`config.mk`:
```
export PLATFORM = sky130hd
export DESIGN_NAME = bank_mapper
export DESIGN_NICKNAME = d
export VERILOG_FILES = /design/src/rtl/bank_mapper.sv
export SDC_FILE = /design/constraint.sdc
export NUM_CORES = 1
export LEC_CHECK = 0
export CAP_MARGIN = 20
export CORE_AREA = 5 5 42 44
export CTS_CLUSTER_SIZE = 16
export DETAILED_ROUTE_END_ITERATION = 7
export DIE_AREA = 0 0 47 49
export PLACE_DENSITY = 0.74
export SLEW_MARGIN = 20
export SYNTH_ARGS = -nofsm -noshare
export SYNTH_HDL_FRONTEND = slang
export SYNTH_SLANG_ARGS = --single-unit
```
`constraint.sdc`:
```
create_clock -name clk -period 1.6 [get_ports clk]
set_input_delay 0.24 -clock clk [delete_from_list [all_inputs] [get_ports clk]]
set_output_delay 0.24 -clock clk [all_outputs]
set_load 0.1 [all_outputs]
```
`src/rtl/bank_mapper.sv`:
```
module bank_mapper #(
  parameter int          BANK_W      = 3,
  parameter logic [15:0] STROBE_BASE = 16'hFF80,
  parameter int          BOOT_BYTES  = 4096,
  localparam int         WIN_W       = 14,
  localparam int         ROM_AW      = BANK_W + WIN_W
) (
  input  logic              clk,
  input  logic              rst_n,
  input  logic [15:0]       cpu_addr,
  input  logic              wr_en,
  input  logic              cart_en,
  output logic [ROM_AW-1:0] rom_addr,
  output logic              rom_sel,
  output logic              boot_sel
);

  localparam logic [BANK_W-1:0] LOW_FIX  = BANK_W'(6);
  localparam logic [BANK_W-1:0] HIGH_FIX = BANK_W'(7);
  localparam logic [16:0]       BOOT_LO  = 17'h10000 - 17'(BOOT_BYTES);

  logic [BANK_W-1:0] bank_q;
  logic              strobe_hit;

  assign strobe_hit = cpu_addr[15:BANK_W] == STROBE_BASE[15:BANK_W];

  always_ff @(posedge clk) begin
    if (!rst_n)
      bank_q <= '0;
    else if (wr_en && strobe_hit)
      bank_q <= cpu_addr[BANK_W-1:0];
  end

  assign boot_sel = !cart_en && ({1'b0, cpu_addr} >= BOOT_LO);
  assign rom_sel  = (cpu_addr[15:14] != 2'b00) && !boot_sel;

  always_comb begin
    case (cpu_addr[15:13])
      3'd2:      rom_addr = {LOW_FIX,  1'b1, cpu_addr[12:0]};
      3'd3:      rom_addr = {LOW_FIX,  1'b0, cpu_addr[12:0]};
      3'd4:      rom_addr = {HIGH_FIX, 1'b1, cpu_addr[12:0]};
      3'd5,
      3'd6:      rom_addr = {bank_q, ~cpu_addr[13], cpu_addr[12:0]};
      3'd7:      rom_addr = {HIGH_FIX, 1'b0, cpu_addr[12:0]};
      default:   rom_addr = '0;
    endcase
  end

endmodule

```
==> summary.md, run 1 <==
| Metric | Value |
|---|---|
| Status | `complete, no violations` |
| RSZ-0062 raised after global routing | `no` |
| Most area-consuming cells after synthesis | `nor2b_1 (26%), dfxtp_1 (19%), mux2i_1 (13%), nand2_1 (9.6%), nand4bb_1 (7.2%)` |
| CP endpoint kind | `primary output` |
| WL/cell | `13.3 um` |
| Root buffer cell | `clkbuf_4` |
| CTS Sinks | `3` |
| Core area | `1400 sq um` |
| Reg clk slew, reported paths | `0.04 ns` |
| Largest net degree at the start of global routing | `18` |
| # IOs | `39` |
| DRT iter0 DRCs | `3` |
| Yosys reg bits | `3` |
| HPWL after detailed placement | `1190 um` |
| Final Hold Vio Count | `0` |
| Largest register FFs | `3` |
| CTS Buffer Depth | `2` |
| Vias | `474` |
| Seq/Total Area, Yosys | `19.1%` |
| Highest Clock Rate | `651 MHz` |
| Max_cap viols | `0` |
| Clock H-tree levels | `1` |
| First-pass GRT wire length | `2180 um` |
| Fin crit period | `1.54 ns` |
| Reg2Reg Launch Point | `bank_q[1]$_SDFFE_PN0P_` |
| Period utilization | `96.0%` |
| Power density cells | `692 nW/um^2` |
| WP data arrival | `1.30 ns` |
| Die area | `2300 sq um` |
| Worst hold path class | `reg2reg` |
| Setup slack at placement | `-0.615 ns` |
| Gr usage total | `13.3%` |
| Hold_ws | `0.461 ns` |
| Synth Area in Compound Gates | `5.58%` |
| Area after DPL | `998 sq um` |
| Die Height | `49 um` |
| Synth cell types | `13` |
| Mapped Nets | `63` |
| Largest family of logic cells by synthesized area | `simple AND/OR/NAND/NOR gates` |
| Via-to-Cell Ratio | `4.51` |
| Fin Clk Skew | `0 ns` |
| ANT nets after route | `0` |
| Final #Nets | `110` |
| Diodes inserted | `0` |
| Cells after synthesis | `43` |
| Reg with most FFs | `bank_q` |
| Cts hold-fix bufs | `0` |
| Tot Pwr | `0.000732 W` |
| Final worst slack | `0.0642 ns` |
| Final setup fails | `0` |
| Adder-cell share of the synthesized area | `0%` |
| Fillers | `102` |
| Clock Latency Late Sink | `0.24 ns` |
| Initial antenna violation count | `0` |
| XOR/XNOR share of the synthesized area | `2.79%` |
| IO Port Bufs | `38` |
| Worst slew margin | `76.1%` |
| Final GP Congestion | `0.694` |
| Largest regs | `bank_q (3)` |
| Ratio of cells with drive above 1 in the final layout | `46.1%` |
| Vias in the first global route | `514` |
| Number of buffers created by CTS | `3` |
| Yosys warns | `0` |
| Routed WL | `1400 um` |
| Leading area contributor after synthesis | `nor2b_1` |
| Leak Pwr | `0.428 nW` |
| Post-route DRC | `0` |
| CTS tree | `done` |
| Critical path class | `in2out` |
| Simple-gate share of the synthesized area | `56.2%` |
| Worst-margin pin slew | `0.356 ns` |
| TritonRoute pass-1 iters | `2` |
| Slew Limit Fails | `0` |
| Die width | `47 um` |
| CP startpoint | `cpu_addr[12]` |
| Setup TNS | `0 ns` |
| Mux contribution to synthesized area | `12.7%` |
| Synth Cell Area | `314 sq um` |
| Rows | `14` |
| Hold path start | `bank_q[2]$_SDFFE_PN0P_` |
| Post-Layout Inst Area | `1060 sq um` |
| Critical Path RT | `1.36 ns` |
| Synth-to-Final Area Change | `237%` |
| Startpoint types | `primary input` |
| Synth top area share | `25.9%` |
| Syn avg cell area | `7.30 sq um` |
| Initial Utilization | `22.4%` |
| Worst-path maximum fanout | `2` |
| Maximum vdd drop | `0.000447 V` |
| Total global routing overflow | `0` |
-- layer usage --
layer / track usage [%] / share of wire (%)
met1: 12.5 / 31
met2: 23.5 / 56
met3: 4.80 / 11
met4: 6.91 / 1.7
met5: 0 / 0
-- critical path: stages --
cell             delay (ns)
clkdlybuf4s50_1        0.47
nand4_1                0.18
nor2_4                 0.17
nor2_2                 0.07
buf_12                 0.16
-- logic make-up (layout without fill, tap and decap cells) --
logic type | count (synthesis) | after routing
AO/OA/AOI/OAI | 3 | 3
multiplexers | 4 | 4
AND/OR/NAND/NOR | 29 | 29
XOR/XNOR | 1 | 1
buffers and inverters | 3 | 49
flip-flops | 3 | 3
-- cell usage in the layout (no fill, tap or decap), drive strengths merged --
cell type | netlist | final
a21oi | 2 | 2
nor4 | 1 | 1
nand2 | 8 | 8
clkbuf | 1 | 4
buf | 0 | 24
clkdlybuf4s50 | 0 | 16
dfxtp | 3 | 3
dlygate4sd2 | 0 | 3
nand4bb | 2 | 2
nand4 | 1 | 1
o21a | 1 | 1
nor2 | 4 | 4
inv | 2 | 2
mux2i | 4 | 4
nor2b | 13 | 13
xnor2 | 1 | 1
-- cell usage after synthesis (all sizes together) --
cell type   n
a21oi       2
clkbuf      1
dfxtp       3
inv         2
mux2i       4
nand2       8
nand4       1
nand4bb     2
nor2        4
nor2b      13
nor4        1
o21a        1
xnor2       1
-- layout make-up --
| type | instances | area (sq um) | area share [%] |
|---|---|---|---|
| multi-input cells | 37 | 328 | 31.0 |
| well taps | 16 | 20.0 | 1.89 |
| clock buffers | 4 | 26.3 | 2.48 |
| repair buffers | 43 | 617 | 58.3 |
| flip-flops and latches | 3 | 60.1 | 5.67 |
| inverters | 2 | 7.51 | 0.709 |
-- power breakdown --
group / total [W] / switching (W) / internal (W) / leakage (nW)
logic: 0.000515 / 0.000314 / 0.000200 / 0.389
clock network: 0.000142 / 0.0000483 / 0.0000940 / 0.0150
registers: 0.0000752 / 0.00000000221 / 0.0000752 / 0.0241
total: 0.000732 / 0.000363 / 0.000370 / 0.428
-- timing repair --
item | 4_1_cts | 5_1_grt
gates cloned | 0 | 0
endpoints found under the setup margin | 19 | 3
pin swaps | 3 | 2
resized for setup | 6 | 0
buffers inserted | 2 | 0
-- path summary, 6_finish.rpt --
kind	to	cells after the start	slack [ns]
hold reg to reg	bank_q[2]$_SDFFE_PN0P_	2	0.46
setup reg to reg	bank_q[1]$_SDFFE_PN0P_	2	0.99
setup / recovery	rom_sel	5	0.06
hold / removal	bank_q[2]$_SDFFE_PN0P_	2	0.46
-- metrics by stage --
stage / utilization (%) / cells
6_report: 75.5 / 105
5_1_grt: 75.5 / 105
4_1_cts: 75.5 / 105
3_5_place_dp: 71.3 / 100
3_3_place_gp: 71.3 / 100
2_1_floorplan: - / 43
(Power assumes the default switching activity.)
==> run 2, diff against run 1 <==
--- a/config.mk
+++ b/config.mk
@@ -11,6 +11,7 @@
 export DETAILED_ROUTE_END_ITERATION = 7
 export DIE_AREA = 0 0 47 49
 export PLACE_DENSITY = 0.74
+export RECOVER_POWER = 50
 export SLEW_MARGIN = 20
 export SYNTH_ARGS = -nofsm -noshare
 export SYNTH_HDL_FRONTEND = slang
==> constraint.sdc (replaced) <==
create_clock -name clk -period 1.8 [get_ports clk]
set_input_delay 0.27 -clock clk [delete_from_list [all_inputs] [get_ports clk]]
set_output_delay 0.27 -clock clk [all_outputs]
set_load 0.1 [all_outputs]
==> run 2 against run 1 <==
Register-to-register slack better by 0.23 ns. Utilization is 15 points lower. Die area stayed put. Highest routed layer is now met3. Sequential power is 11% lower. Sequential share of layout area is 1.4 points higher. First-iteration DRC count stayed put. Hold slack worse by 0.00073 ns. Critical path type unchanged. Power is 21% lower.
==> summary.md, run 2 (synthesis gave the netlist of run 1 again) <==
| Metric | Value |
|---|---|
| Root buffer cell | `clkbuf_4` |
| Clock share of power | `20.6% (+1.2 points)` |
| Reg clk slew, reported paths | `0.04 ns (about the same)` |
| Worst-margin pin slew | `0.497 ns (+0.141 ns)` |
| Die area | `2300 sq um (unchanged)` |
| Most frequent cells in the layout | `clkdlybuf4s50_1 (17), nor2b_1 (13), buf_12 (10)` |
| Clock H-tree levels | `1 (unchanged)` |
| Final #Nets | `110 (unchanged)` |
| Die Height | `49 um (unchanged)` |
| Number of buffers created by CTS | `3 (unchanged)` |
| Non-filler cells, final | `105 (unchanged)` |
| Die width | `47 um (unchanged)` |
| CP delay by family, top | `buffers and inverters` |
| Clock Latency Late Sink | `0.23 ns (about the same)` |
| Largest net degree at the start of global routing | `18 (unchanged)` |
| Final setup fails | `0 (unchanged)` |
| ANT nets after route | `0 (unchanged)` |
| Synth-to-Final Area Change | `172%` |
| Critical path class | `in2out` |
| Via-to-Cell Ratio | `4.46 (-1.3%)` |
| Diodes inserted | `0 (unchanged)` |
| First-pass GRT wire length | `2110 um (-3.2%)` |
| Reg with most FFs | `bank_q` |
| Cts hold-fix bufs | `0 (unchanged)` |
| Reg power frac | `11.6% (+1.3 points)` |
| Fin Clk Skew | `0 ns (unchanged)` |
| Largest regs | `bank_q (3)` |
| Placed Cells | `99 (-1.0%)` |
| Sw frac | `51.9% (+2.4 points)` |
| Critical path's slowest cell | `clkdlybuf4s50_1` |
| Startpoint types | `primary input` |
| Max_cap viols | `0 (unchanged)` |
| Leak Pwr | `0.347 nW (-19%)` |
| Ratio of cells with drive above 1 in the final layout | `37.1% (-9.0 points)` |
| Initial antenna violation count | `0 (unchanged)` |
| # IOs | `39 (unchanged)` |
| Fin crit period | `1.73 ns` |
| Period utilization | `96.1%` |
| Vias | `468 (-1.3%)` |
| Internal | `0.000277 W (-25%)` |
| P_sw | `0.000299 W (-18%)` |
| CP endpoint kind | `primary output` |
| Worst-path maximum fanout | `3 (+1)` |
| WL/cell | `13.2 um (-0.64%)` |
| Final Hold Vio Count | `0 (unchanged)` |
| Critical path, cell by cell | `clkdlybuf4s50_1 -> buf_4 -> mux2i_4 -> a21oi_2 -> buf_12` |
| CP bufs+invs | `3 (+1)` |
| Gr usage total | `12.0% (-1.3 points)` |
| Maximum vdd drop | `0.000484 V (+8.3%)` |
| CTS Sinks | `3 (unchanged)` |
| WP data arrival | `1.46 ns (+0.16 ns)` |
| RSZ-0062 raised after global routing | `no` |
| Combinational power share | `67.8% (-2.5 points)` |
| Worst slew margin | `67.1% (-9.0 points)` |
| IO Port Bufs | `38 (unchanged)` |
| Slew Limit Fails | `0 (unchanged)` |
| Rows | `14 (unchanged)` |
| HPWL after detailed placement | `1170 um (-1.7%)` |
| Post-route DRC | `0 (unchanged)` |
| Crit-path max cell delay | `0.45 ns (-0.02 ns)` |
| Routed WL | `1390 um (-0.64%)` |
| Commonest non-fill, non-tap cell in the layout | `clkdlybuf4s50_1` |
| CTS Buffer Depth | `2 (unchanged)` |
| Highest Clock Rate | `578 MHz` |
| Fillers | `127 (+25%)` |
| CTS tree | `done` |
| Hold_ws | `0.460 ns (-0.000730 ns)` |
| Initial Utilization | `22.4% (unchanged)` |
| Critical Path RT | `1.53 ns (+0.17 ns)` |
| Total global routing overflow | `0 (unchanged)` |
| Final GP Congestion | `0.667 (-3.9%)` |
| Status | `complete, no violations` |
| Vias in the first global route | `486 (-5.4%)` |
| TritonRoute pass-1 iters | `2 (unchanged)` |
| Worst hold path class | `reg2reg` |
| Power density cells | `674 nW/um^2 (-2.5%)` |
| DRT iter0 DRCs | `3 (unchanged)` |
| Core area | `1400 sq um (unchanged)` |
| Largest register FFs | `3 (unchanged)` |
## run 2: cell count changes in the layout (fill, tap and decap cells not counted), moves of 2 or more
cell      previous run  this run
nor2b_4              3         0
nor2b_2              3         0
nor2_1               0         2
nor2b_1              7        13
a21oi_4              2         0
a21oi_2              0         2
clkbuf_4             3         6
buf_2                0         7
buf_12              20        10
## run 2: cell type report
cell class | count | area [sq um] | area share (%)
clock buffer | 4 | 26.3 | 3.08
inverter | 2 | 7.51 | 0.880
multi-input combinational | 37 | 264 | 30.9
sequential | 3 | 60.1 | 7.04
tap | 16 | 20.0 | 2.35
timing repair buffer | 43 | 475 | 55.7
## run 2: timing repair
item | CTS | global route
buffers inserted | 2 | 0
gates cloned | 0 | 0
pin swaps | 2 | 0
gates resized for setup | 4 | 4
setup endpoints to repair | 17 | 1
## run 2: final timing paths
path,start,to,slack [ns],cells past startpoint
hold reg to reg,bank_q[2]$_SDFFE_PN0P_,bank_q[2]$_SDFFE_PN0P_,0.46,2
setup / recovery,cpu_addr[13],rom_addr[16],0.07,5
hold / removal,bank_q[2]$_SDFFE_PN0P_,bank_q[2]$_SDFFE_PN0P_,0.46,2
setup reg to reg,bank_q[1]$_SDFFE_PN0P_,bank_q[1]$_SDFFE_PN0P_,1.22,2
## run 2: routing by layer
metal / global-route usage (%) / wire length, um / vias to the layer above
met3: 5.54 / 224 / 0
met5: 0 / 0 / -
li1: - / - / 234
met2: 21.3 / 670 / 28
met1: 12.9 / 495 / 206
met4: 1.38 / 0 / 0
## run 2: through the flow
stage | cell area, sq um | setup TNS [ns] | setup WS [ns] | power [W] | util, %
final | 853 | 0 | 0.0701 | 0.000575 | 60.9
after global routing | 853 | 0 | 0.00969 | 0.000604 | 60.9
after CTS | 972 | 0 | 0.0316 | 0.000624 | 69.4
after detailed placement | 926 | -6.32 | -0.386 | 0.000499 | 66.1
after global placement | 926 | -5.23 | -0.318 | 0.000495 | 66.1
after floorplan | 317 | -5.35 | -0.514 | 0.000310 | -
## run 2: power by group through the flow
stage                     Sequential (W)  Clock, W  Combinational (W)
after floorplan                0.0000679         0           0.000242
after global placement         0.0000679         0           0.000427
after detailed placement       0.0000679         0           0.000431
after CTS                      0.0000668  0.000124           0.000433
after global routing           0.0000667  0.000135           0.000402
final                          0.0000669  0.000118           0.000390
## run 2: worst min-delay path: cells and delay by family, from the launching register on
| family | cells | cell delay, ns |
|---|---|---|
| multiplexers | 1 | 0.05 |
| AND/OR/NAND/NOR | 1 | 0.05 |
| flip-flops | 1 | 0.30 |
